## config.mk

```make
export PLATFORM = sky130hd
export DESIGN_NAME = irq_pend_arb
export DESIGN_NICKNAME = d
export VERILOG_FILES = /design/src/rtl/irq_arb_pkg.sv /design/src/rtl/irq_vec_reg.sv /design/src/rtl/irq_gate.sv /design/src/rtl/irq_lowest_pick.sv /design/src/rtl/irq_pend_arb.sv
export SDC_FILE = /design/constraint.sdc
export NUM_CORES = 1
export LEC_CHECK = 0
export BUFFER_PORTS_ARGS = -buffer_cell sky130_fd_sc_hd__buf_2
export CORE_ASPECT_RATIO = 0.6
export CORE_MARGIN = 2
export CORE_UTILIZATION = 35
export CTS_CLUSTER_DIAMETER = 150
export DETAILED_ROUTE_END_ITERATION = 8
export PLACE_DENSITY = 0.86
export SYNTH_ARGS = -nofsm -noshare
export SYNTH_HDL_FRONTEND = slang
export SYNTH_HIERARCHICAL = 1
export SYNTH_SLANG_ARGS = --single-unit
export TNS_END_PERCENT = 1
```

## constraint.sdc

```tcl
create_clock -name clk -period 1.09 [get_ports clk]
set_clock_uncertainty 0.1 [all_clocks]
set_input_delay 0 -clock clk [delete_from_list [all_inputs] [get_ports clk]]
set_output_delay 0 -clock clk [all_outputs]
set_load 0.005 [all_outputs]
```

## src/rtl/irq_arb_pkg.sv

```systemverilog
package irq_arb_pkg;
  localparam int unsigned NCAUSE   = 12;
  localparam int unsigned CODE_W   = $clog2(NCAUSE);
  localparam int unsigned KIND_STRIDE = 4;
  localparam int unsigned LVL_U    = 0;
  localparam int unsigned LVL_S    = 1;
  localparam int unsigned LVL_M    = 3;

  typedef logic [NCAUSE-1:0] cvec_t;
  typedef logic [CODE_W-1:0] code_t;

  // Causes sharing one privilege level sit KIND_STRIDE apart.
  function automatic cvec_t level_mask(int unsigned lvl);
    cvec_t m;
    for (int i = 0; i < NCAUSE; i++) m[i] = ((i % KIND_STRIDE) == lvl);
    return m;
  endfunction

  function automatic cvec_t live_mask();
    return level_mask(LVL_U) | level_mask(LVL_S) | level_mask(LVL_M);
  endfunction

  function automatic cvec_t gate_mask(logic m, logic s, logic u);
    return ({NCAUSE{m}} & level_mask(LVL_M))
         | ({NCAUSE{s}} & level_mask(LVL_S))
         | ({NCAUSE{u}} & level_mask(LVL_U));
  endfunction

  // Order: clear-all, else whole-word write, then clears, then posts.
  function automatic cvec_t next_vec(cvec_t cur, logic wipe, logic we,
                                     cvec_t wdata, cvec_t set_s, cvec_t clr_s);
    cvec_t base;
    base = wipe ? '0 : (we ? wdata : cur);
    return ((base & ~clr_s) | set_s) & live_mask();
  endfunction

  function automatic code_t lowest_index(cvec_t v);
    code_t c;
    c = '0;
    for (int i = NCAUSE - 1; i >= 0; i--) if (v[i]) c = code_t'(i);
    return c;
  endfunction
endpackage

```

## src/rtl/irq_vec_reg.sv

```systemverilog
module irq_vec_reg
  import irq_arb_pkg::*;
#(
  parameter bit HAS_STROBES = 1'b1
) (
  input  logic  clk,
  input  logic  rst_n,
  input  logic  we,
  input  cvec_t wdata,
  input  cvec_t set_s,
  input  cvec_t clr_s,
  input  logic  wipe,
  output cvec_t q
);
  cvec_t nxt;

  generate
    if (HAS_STROBES) begin : g_strobed
      always_comb nxt = next_vec(q, wipe, we, wdata, set_s, clr_s);
    end else begin : g_plain
      always_comb nxt = next_vec(q, 1'b0, we, wdata, '0, '0);
    end
  endgenerate

  always_ff @(posedge clk) begin
    if (!rst_n) q <= '0;
    else        q <= nxt;
  end
endmodule

```

## src/rtl/irq_gate.sv

```systemverilog
module irq_gate
  import irq_arb_pkg::*;
(
  input  cvec_t ip,
  input  cvec_t ie,
  input  logic  gm,
  input  logic  gs,
  input  logic  gu,
  output cvec_t qual
);
  assign qual = ip & ie & gate_mask(gm, gs, gu);
endmodule

```

## src/rtl/irq_lowest_pick.sv

```systemverilog
module irq_lowest_pick
  import irq_arb_pkg::*;
(
  input  cvec_t qual,
  output logic  any,
  output code_t code
);
  assign any  = |qual;
  assign code = lowest_index(qual);
endmodule

```

## src/rtl/irq_pend_arb.sv

```systemverilog
module irq_pend_arb
  import irq_arb_pkg::*;
(
  input  logic        clk,
  input  logic        rst_n,
  input  logic [11:0] post_i,
  input  logic [11:0] clr_i,
  input  logic        clr_all_i,
  input  logic        ip_we_i,
  input  logic [11:0] ip_wdata_i,
  input  logic        ie_we_i,
  input  logic [11:0] ie_wdata_i,
  input  logic        gie_m_i,
  input  logic        gie_s_i,
  input  logic        gie_u_i,
  output logic [11:0] ip_o,
  output logic [11:0] ie_o,
  output logic        take_o,
  output logic [3:0]  cause_o
);
  cvec_t ip_q, ie_q, qual_w;
  logic  any_w;
  code_t code_w;

  irq_vec_reg #(.HAS_STROBES(1'b1)) u_ip (
    .clk(clk), .rst_n(rst_n), .we(ip_we_i), .wdata(ip_wdata_i),
    .set_s(post_i), .clr_s(clr_i), .wipe(clr_all_i), .q(ip_q)
  );

  irq_vec_reg #(.HAS_STROBES(1'b0)) u_ie (
    .clk(clk), .rst_n(rst_n), .we(ie_we_i), .wdata(ie_wdata_i),
    .set_s('0), .clr_s('0), .wipe(1'b0), .q(ie_q)
  );

  irq_gate u_gate (
    .ip(ip_q), .ie(ie_q), .gm(gie_m_i), .gs(gie_s_i), .gu(gie_u_i),
    .qual(qual_w)
  );

  irq_lowest_pick u_pick (.qual(qual_w), .any(any_w), .code(code_w));

  assign ip_o    = ip_q;
  assign ie_o    = ie_q;
  assign take_o  = any_w;
  assign cause_o = code_w;
endmodule

```

# Word level (Yosys, flattened, before mapping)
# Index checks and enable logic that the tools add are counted.
# op_classes
mux	14
bitwise_logic	7
n_reduce_logical	1
# op_table
operator	count
2-to-1 mux 4 bit	12
bitwise AND 12 bit	3
2-to-1 mux 12 bit	2
NOT 12 bit	1
bitwise OR 12 x 10 -> 12 bit	1
bitwise OR 12 bit	1
bitwise OR 12 x 9 -> 12 bit	1
OR reduction 12 bit	1
# word_totals
ff_bits	24
inputBits	56
output_inout_bits	29
wordCells	26

# Depth between registers and ports, before layout
# Gate-level depths: netlist of run 1.
# logic_depth
word_depth	15
depth_mapped	5
mapped_depth_nobuf	5

# Hierarchy
# Netlist of run 1, hierarchy kept.
# by_module_without_submodules
mod	instances	cells_per_inst	area_each_um2	seq_area_each_um2
irq_vec_reg (u_ip)	1	44	506.7	180.2
irq_vec_reg (u_ie)	1	32	364.1	180.2
irq_lowest_pick	1	22	128.9	0.0
irq_gate	1	13	82.6	0.0
irq_pend_arb	1	1	3.8	0.0

# Worst setup path after synthesis of run 1
# Ideal clock, no wire load.
# synth_path
kind	register -> output
startpoint	register u_ip.q[11]
endpoint	output port cause_o[0]
arrival_time_ns	1.020
required_time_ns	0.990
slack_ns	-0.030
stages_incl_launch_ff	6
path_buffers	0
path_cell_list	dfxtp_1 > and3_1 > nor2b_1 > o21ai_1 > o21ai_1 > o31a_1
# synth_between
elab_chain_len	14
# synth_lines
element	line	text
start: declaration	irq_vec_reg.sv:13	output cvec_t q
start signal: assignment	irq_vec_reg.sv:27	else q <= nxt;
bitwise AND 12 bit (2 in a row)	irq_gate.sv:11	assign qual = ip & ie & gate_mask(gm, gs, gu);
named net qual_w[11]	irq_pend_arb.sv:21	cvec_t ip_q, ie_q, qual_w;
2-to-1 mux 4 bit (12 in a row)	irq_arb_pkg.sv:40	for (int i = NCAUSE - 1; i >= 0; i--) if (v[i]) c = code_t'(i);
end: declaration	irq_pend_arb.sv:19	output logic [3:0] cause_o
# The timed path passes the listed nets, and every way through them passes these cells.

# Final worst setup path of run 1
# layout_path
startpoint	register u_ip.q[7]
endpoint	output port cause_o[1]
# layout_between
elab_chain_len	10
# layout_lines
element	line
bitwise AND 12 bit (2 in a row)	irq_gate.sv:11
named net qual_w[7]	irq_pend_arb.sv:21
2-to-1 mux 4 bit (8 in a row)	irq_arb_pkg.sv:40
# The timed path passes the listed nets, and every way through them passes these cells.

==> metrics.md, run 1 <==
| Metric | Value |
|---|---|
| First-pass GRT wire length | `roughly 5600 um` |
| Vert. Die Dim | `around 47 um` |
| Worst skew pair latency | `approximately 0.25 ns` |
| YS warnings | `6` |
| Peak VDD IR | `0.000922 V` |
| Starting density of the core | `37.2%` |
| Max Slew Vio Count | `0` |
| PnR worst setup slack | `-0.512 ns` |
| GRT overflow | `0` |
| Fill count | `between 200 and 250` |
| Post-synthesis average cell area | `roughly 9.8 sq um` |
| Pwr/cell area | `between 900 and 1000 nW/um^2` |
| Global-route total usage across every layer | `approximately 22%` |
| Cts bufs inserted | `3` |
| Max-cap violations | `0` |
| Vias per inst | `roughly 4.6` |
| DRC viols | `0` |
| Number of I/O port buffers | `66` |
| Final Hold Viols | `0` |
| Cells after Synth | `approximately 110` |
| Leakage | `1.01 nW` |
| Critical path class | `reg2out` |
| Gp weighted congestion | `0.828` |
| Initial antenna violation count | `0` |
| H-tree Lvls | `1` |
| DP Wirelength | `2350 um` |
| # Post-CTS Setup Buffers | `0` |
| Crit path launch type | `flop` |
| Hold/Removal Path Class | `in2reg` |
| N_diodes | `0` |
| Top-level port count | `85` |
| Vias in the first global route | `approximately 1,200` |
| RSZ-0062 raised after global routing | `true` |
| Final period util | `147%` |
| Fmax | `between 600 and 700 MHz` |
| Most frequent cells in the layout | `buf_2, dlygate4sd3_1, buf_4, mux2i_1, dfxtp_1` |
| CTS root buf | `clkbuf_8` |
| Total Power | `roughly 1.8 mW` |
| Final setup viols | `5` |
| Failing checks | `setup timing` |
| Clk buf depth | `2` |
| Arrival @ worst endpoint | `approximately 1.5 ns` |
| Via count | `between 1,000 and 1,500` |
| Final hold slack | `0.00157 ns` |
| Placed cells | `233` |
| Fin nets | `281` |
| Final setup TNS | `-2.27 ns` |
| CTS sink cnt | `18` |
| DRT Pass-1 Iters | `4` |
| Per-cell routed wire length | `roughly 14 um` |
| CP max-delay cell | `dfxtp_1` |
| Crit-path cells | `and3_1, nor2_1, o31ai_2, a211oi_1, nor3_1, buf_2` |
| Crit path time final | `between 1.5 and 2 ns` |
| Worst Path Required | `just under 1 ns` |
| DP Worst Slack | `-0.208 ns` |
| Crit end category | `output port` |
| Share of cells above drive strength 1 | `around 48%` |
| FP Rows | `15` |
| CTS tree | `built` |
| DRT Wirelength | `between 3000 and 4000 um` |
| Run status | `finished with violations` |
| Initial DRC Count | `44` |
| Core area | `a little under 3000 sq um` |
| Commonest non-fill, non-tap cell in the layout | `buf_2` |
| Die width | `roughly 76 um` |
| Final std cells w/o fill | `roughly 270` |
| Critical path fanouts, max | `3` |
| DRT antenna net count | `0` |
| Die Area | `between 3000 and 4000 sq um` |
| Largest net degree at the start of global routing | `19` |
| Clk pin slew, worst setup/hold paths | `about 0.07 ns` |
| Synth Cell Area | `between 1000 and 1500 sq um` |
| Slowest stage delay, CP | `approximately 0.31 ns` |
| Layout Area Growth over Synthesis | `76.4%` |
metal layers:
metal  global-route usage (%)  routed length [um]  up-vias
met5                        0                   0        -
met4                     4.56                  49        0
met3                     5.58                 247        4
met2                     41.2                1870       48
met1                     25.6                1470      555
li1                         -                   -      607
worst max-delay path, delay by kind of cell, from the launching register on:
kind	cells	cell delay (ns)
buffers and inverters	1	0.13
flip-flops	1	0.31
AO/OA/AOI/OAI	2	0.35
AND/OR/NAND/NOR	3	0.46
registers in the layout, summed over array words and instances (netlist names):
name,cells
u_ip/q,9
u_ie/q,9
worst paths after layout:
path              cells after the start    endpoint     startpoint  slack, ns
setup / recovery                      6  cause_o[1]      u_ip/q[7]      -0.51
hold / removal                        3   u_ip/q[5]  ip_wdata_i[5]      0.002
setup reg to reg                      3   u_ip/q[1]      u_ip/q[1]       0.14
hold reg to reg                       3   u_ie/q[1]      u_ie/q[1]       0.51
cell type report:
type	instances	area [sq um]	area share [%]
timing repair buffer	116	778	40.8
multi-input combinational	83	647	33.9
sequential	18	363	19.0
clock buffer	4	55.1	2.88
tap	42	52.6	2.75
inverter	3	13.8	0.721
metrics by stage:
| stage | area [sq um] | util [%] |
|---|---|---|
| floorplan | 1110 | - |
| global route | 1910 | 65.6 |
| detailed placement | 1550 | 53.2 |
| finish | 1910 | 65.6 |
| global placement | 1550 | 53.2 |
| CTS | 1900 | 65.2 |
timing repair:
action | 4_1_cts | 5_1_grt
hold endpoints to repair | 18 | 0
endpoints found under the setup margin | 5 | 5
hold buffers | 29 | 0
resized for setup | 2 | 2
cloned | 0 | 0
power breakdown:
group / internal [mW] / switching [mW]
Sequential: 0.702 / 0.0212
Combinational: 0.298 / 0.211
Clock: 0.321 / 0.219
Total: 1.32 / 0.452
Note: power is estimated with default switching activity, not from simulation.
==> inputs of run 2 (changes only) <==
--- a/config.mk
+++ b/config.mk
@@ -11,6 +11,7 @@
 export CORE_UTILIZATION = 35
 export CTS_CLUSTER_DIAMETER = 150
 export DETAILED_ROUTE_END_ITERATION = 8
+export GPL_TIMING_DRIVEN = 0
 export PLACE_DENSITY = 0.86
 export SYNTH_ARGS = -nofsm -noshare
 export SYNTH_HDL_FRONTEND = slang
==> metrics.md, run 2 (synthesis gave the netlist of run 1 again) <==
| Metric | Value |
|---|---|
| Run status | `finished with violations` |
| Failing checks | `setup timing` |
| GRT overflow | `0` |
| Crit end category | `output port` |
| Gr busiest metal | `met2` |
| Hold/Removal Path Class | `in2reg` |
| Final setup viols | `5` |
| Fill count | `~220` |
| Global-route total usage across every layer | `about a fifth` |
| Fin nets | `approximately 280` |
| Critical path fanouts, max | `3` |
| Slowest stage delay, CP | `around 0.33 ns` |
| CTS sink cnt | `18` |
| Max Slew Vio Count | `0` |
| Most frequent cells in the layout | `buf_2, dlygate4sd3_1, mux2i_1, buf_4, dfxtp_1` |
| DRC viols | `0` |
| Vias in the first global route | `approximately 1,200` |
| Global Route met1 Usage | `around a quarter` |
| Regs by FF count | `u_ie/q x9, u_ip/q x9` |
| Core area | `2910 sq um` |
| Fmax | `631 MHz` |
| Vias per inst | `between 4 and 5` |
| Leakage | `approximately 1.0 nW` |
| CTS root buf | `clkbuf_8` |
| Top-level port count | `85` |
| CTS tree | `built` |
| Final std cells w/o fill | `263` |
| Share of cells above drive strength 1 | `51.6%` |
| Crit path time final | `between 1.5 and 2 ns` |
| First-pass GRT wire length | `about 5400 um` |
| Layout Area Growth over Synthesis | `84.3%` |
| Gp weighted congestion | `just under 0.7` |
| Peak VDD IR | `around 0.00076 V` |
| Crit-path cells | `and3_4, nor2_4, o31ai_4, a211oi_2, nor3_1, buf_2` |
| CP max-delay cell | `dfxtp_2` |
| Starting density of the core | `37.2%` |
| Via count | `between 1,000 and 1,500` |
| Cts bufs inserted | `3` |
| RSZ-0062 raised after global routing | `true` |
| N_diodes | `0` |
| Final setup TNS | `-2.09 ns` |
| DRT antenna net count | `0` |
| PnR worst setup slack | `-0.495 ns` |
| Final hold slack | `~0.013 ns` |
| Clk buf depth | `2` |
| Pwr/cell area | `894 nW/um^2` |
| R2R setup slack | `roughly 0.15 ns` |
| DRT Wirelength | `between 3000 and 4000 um` |
| GRT met3 Usage | `approximately 5.6%` |
| Vert. Die Dim | `47.1 um` |
| Initial DRC Count | `24` |
| Largest net degree at the start of global routing | `11` |
| Worst Path Required | `a little under 1 ns` |
| Initial antenna violation count | `0` |
| Arrival @ worst endpoint | `roughly 1.5 ns` |
| Met2 usage | `between 30% and 40%` |
| DRT Pass-1 Iters | `4` |
| Number of I/O port buffers | `63` |
| DP Wirelength | `~2300 um` |
| Worst skew pair latency | `0.25 ns` |
| Final period util | `145%` |
| Per-cell routed wire length | `13.4 um` |
| Critical path class | `reg2out` |
| Crit path launch type | `flop` |
| H-tree Lvls | `1` |
| Max-cap violations | `0` |
| Clk pin slew, worst setup/hold paths | `around 0.06 ns` |
| Die Area | `about 3600 sq um` |
| Commonest non-fill, non-tap cell in the layout | `buf_2` |
| Die width | `approximately 76 um` |
| Placed cells | `222` |
| FP Rows | `15` |
| Final Hold Viols | `0` |
-- run 2: cell count changes in the layout (fill, tap and decap cells not counted), sizes merged --
cell and delta:
buf -7, dlygate4sd3 +4
-- run 2: worst max-delay path, delay by kind of cell, from the launching register on --
kind | cells | cell delay, ns
compound gates | 2 | 0.35
buf+inv | 1 | 0.14
flops | 1 | 0.33
simple gates | 3 | 0.40
-- run 2: final timing paths --
path / endpoint / cells past startpoint / from
setup / recovery: cause_o[1] / 6 / u_ip/q[11]
hold / removal: u_ip/q[3] / 3 / ip_wdata_i[3]
setup reg to reg: u_ie/q[11] / 4 / u_ie/q[11]
hold reg to reg: u_ie/q[9] / 2 / u_ie/q[9]
-- run 2: per-stage QoR --
stage | total power [mW] | util, % | setup WS (ns) | area (sq um)
2_1_floorplan | 0.949 | - | -0.0152 | 1110
3_3_place_gp | 1.10 | 50.8 | -0.274 | 1480
3_5_place_dp | 1.11 | 50.8 | -0.259 | 1480
4_1_cts | 1.75 | 65.7 | -0.476 | 1910
5_1_grt | 1.88 | 68.6 | -0.549 | 1990
6_report | 1.78 | 68.6 | -0.495 | 1990
-- run 2: area by class of cell --
type	instances	area, sq um	share of cell area (%)
Clock buffer	4	55.1	2.76
Multi-Input combinational cell	83	729	36.6
Tap cell	42	52.6	2.63
Buffer	13	103	5.14
Sequential cell	18	365	18.3
Timing Repair Buffer	100	676	33.9
Inverter	3	13.8	0.690
-- run 2: report_power, final --
group	internal (mW)	switching (mW)
combinational	0.303	0.205
sequential	0.704	0.0323
clock	0.321	0.219
total	1.33	0.456
-- run 2: layer usage --
layer | up-vias | wire [um]
met5 | - | 0
met4 | 0 | 40
met3 | 4 | 230
met2 | 47 | 1780
met1 | 540 | 1480
li1 | 600 | -
-- run 2: repair_timing --
item / in CTS / in global routing
gates resized for setup: 7 / 18
pin swaps: 4 / 8
endpoints found under the hold margin: 18 / 0
hold buffers: 33 / 0
setup buffers: 3 / 1
gates cloned: 0 / 0
endpoints found under the setup margin: 5 / 5
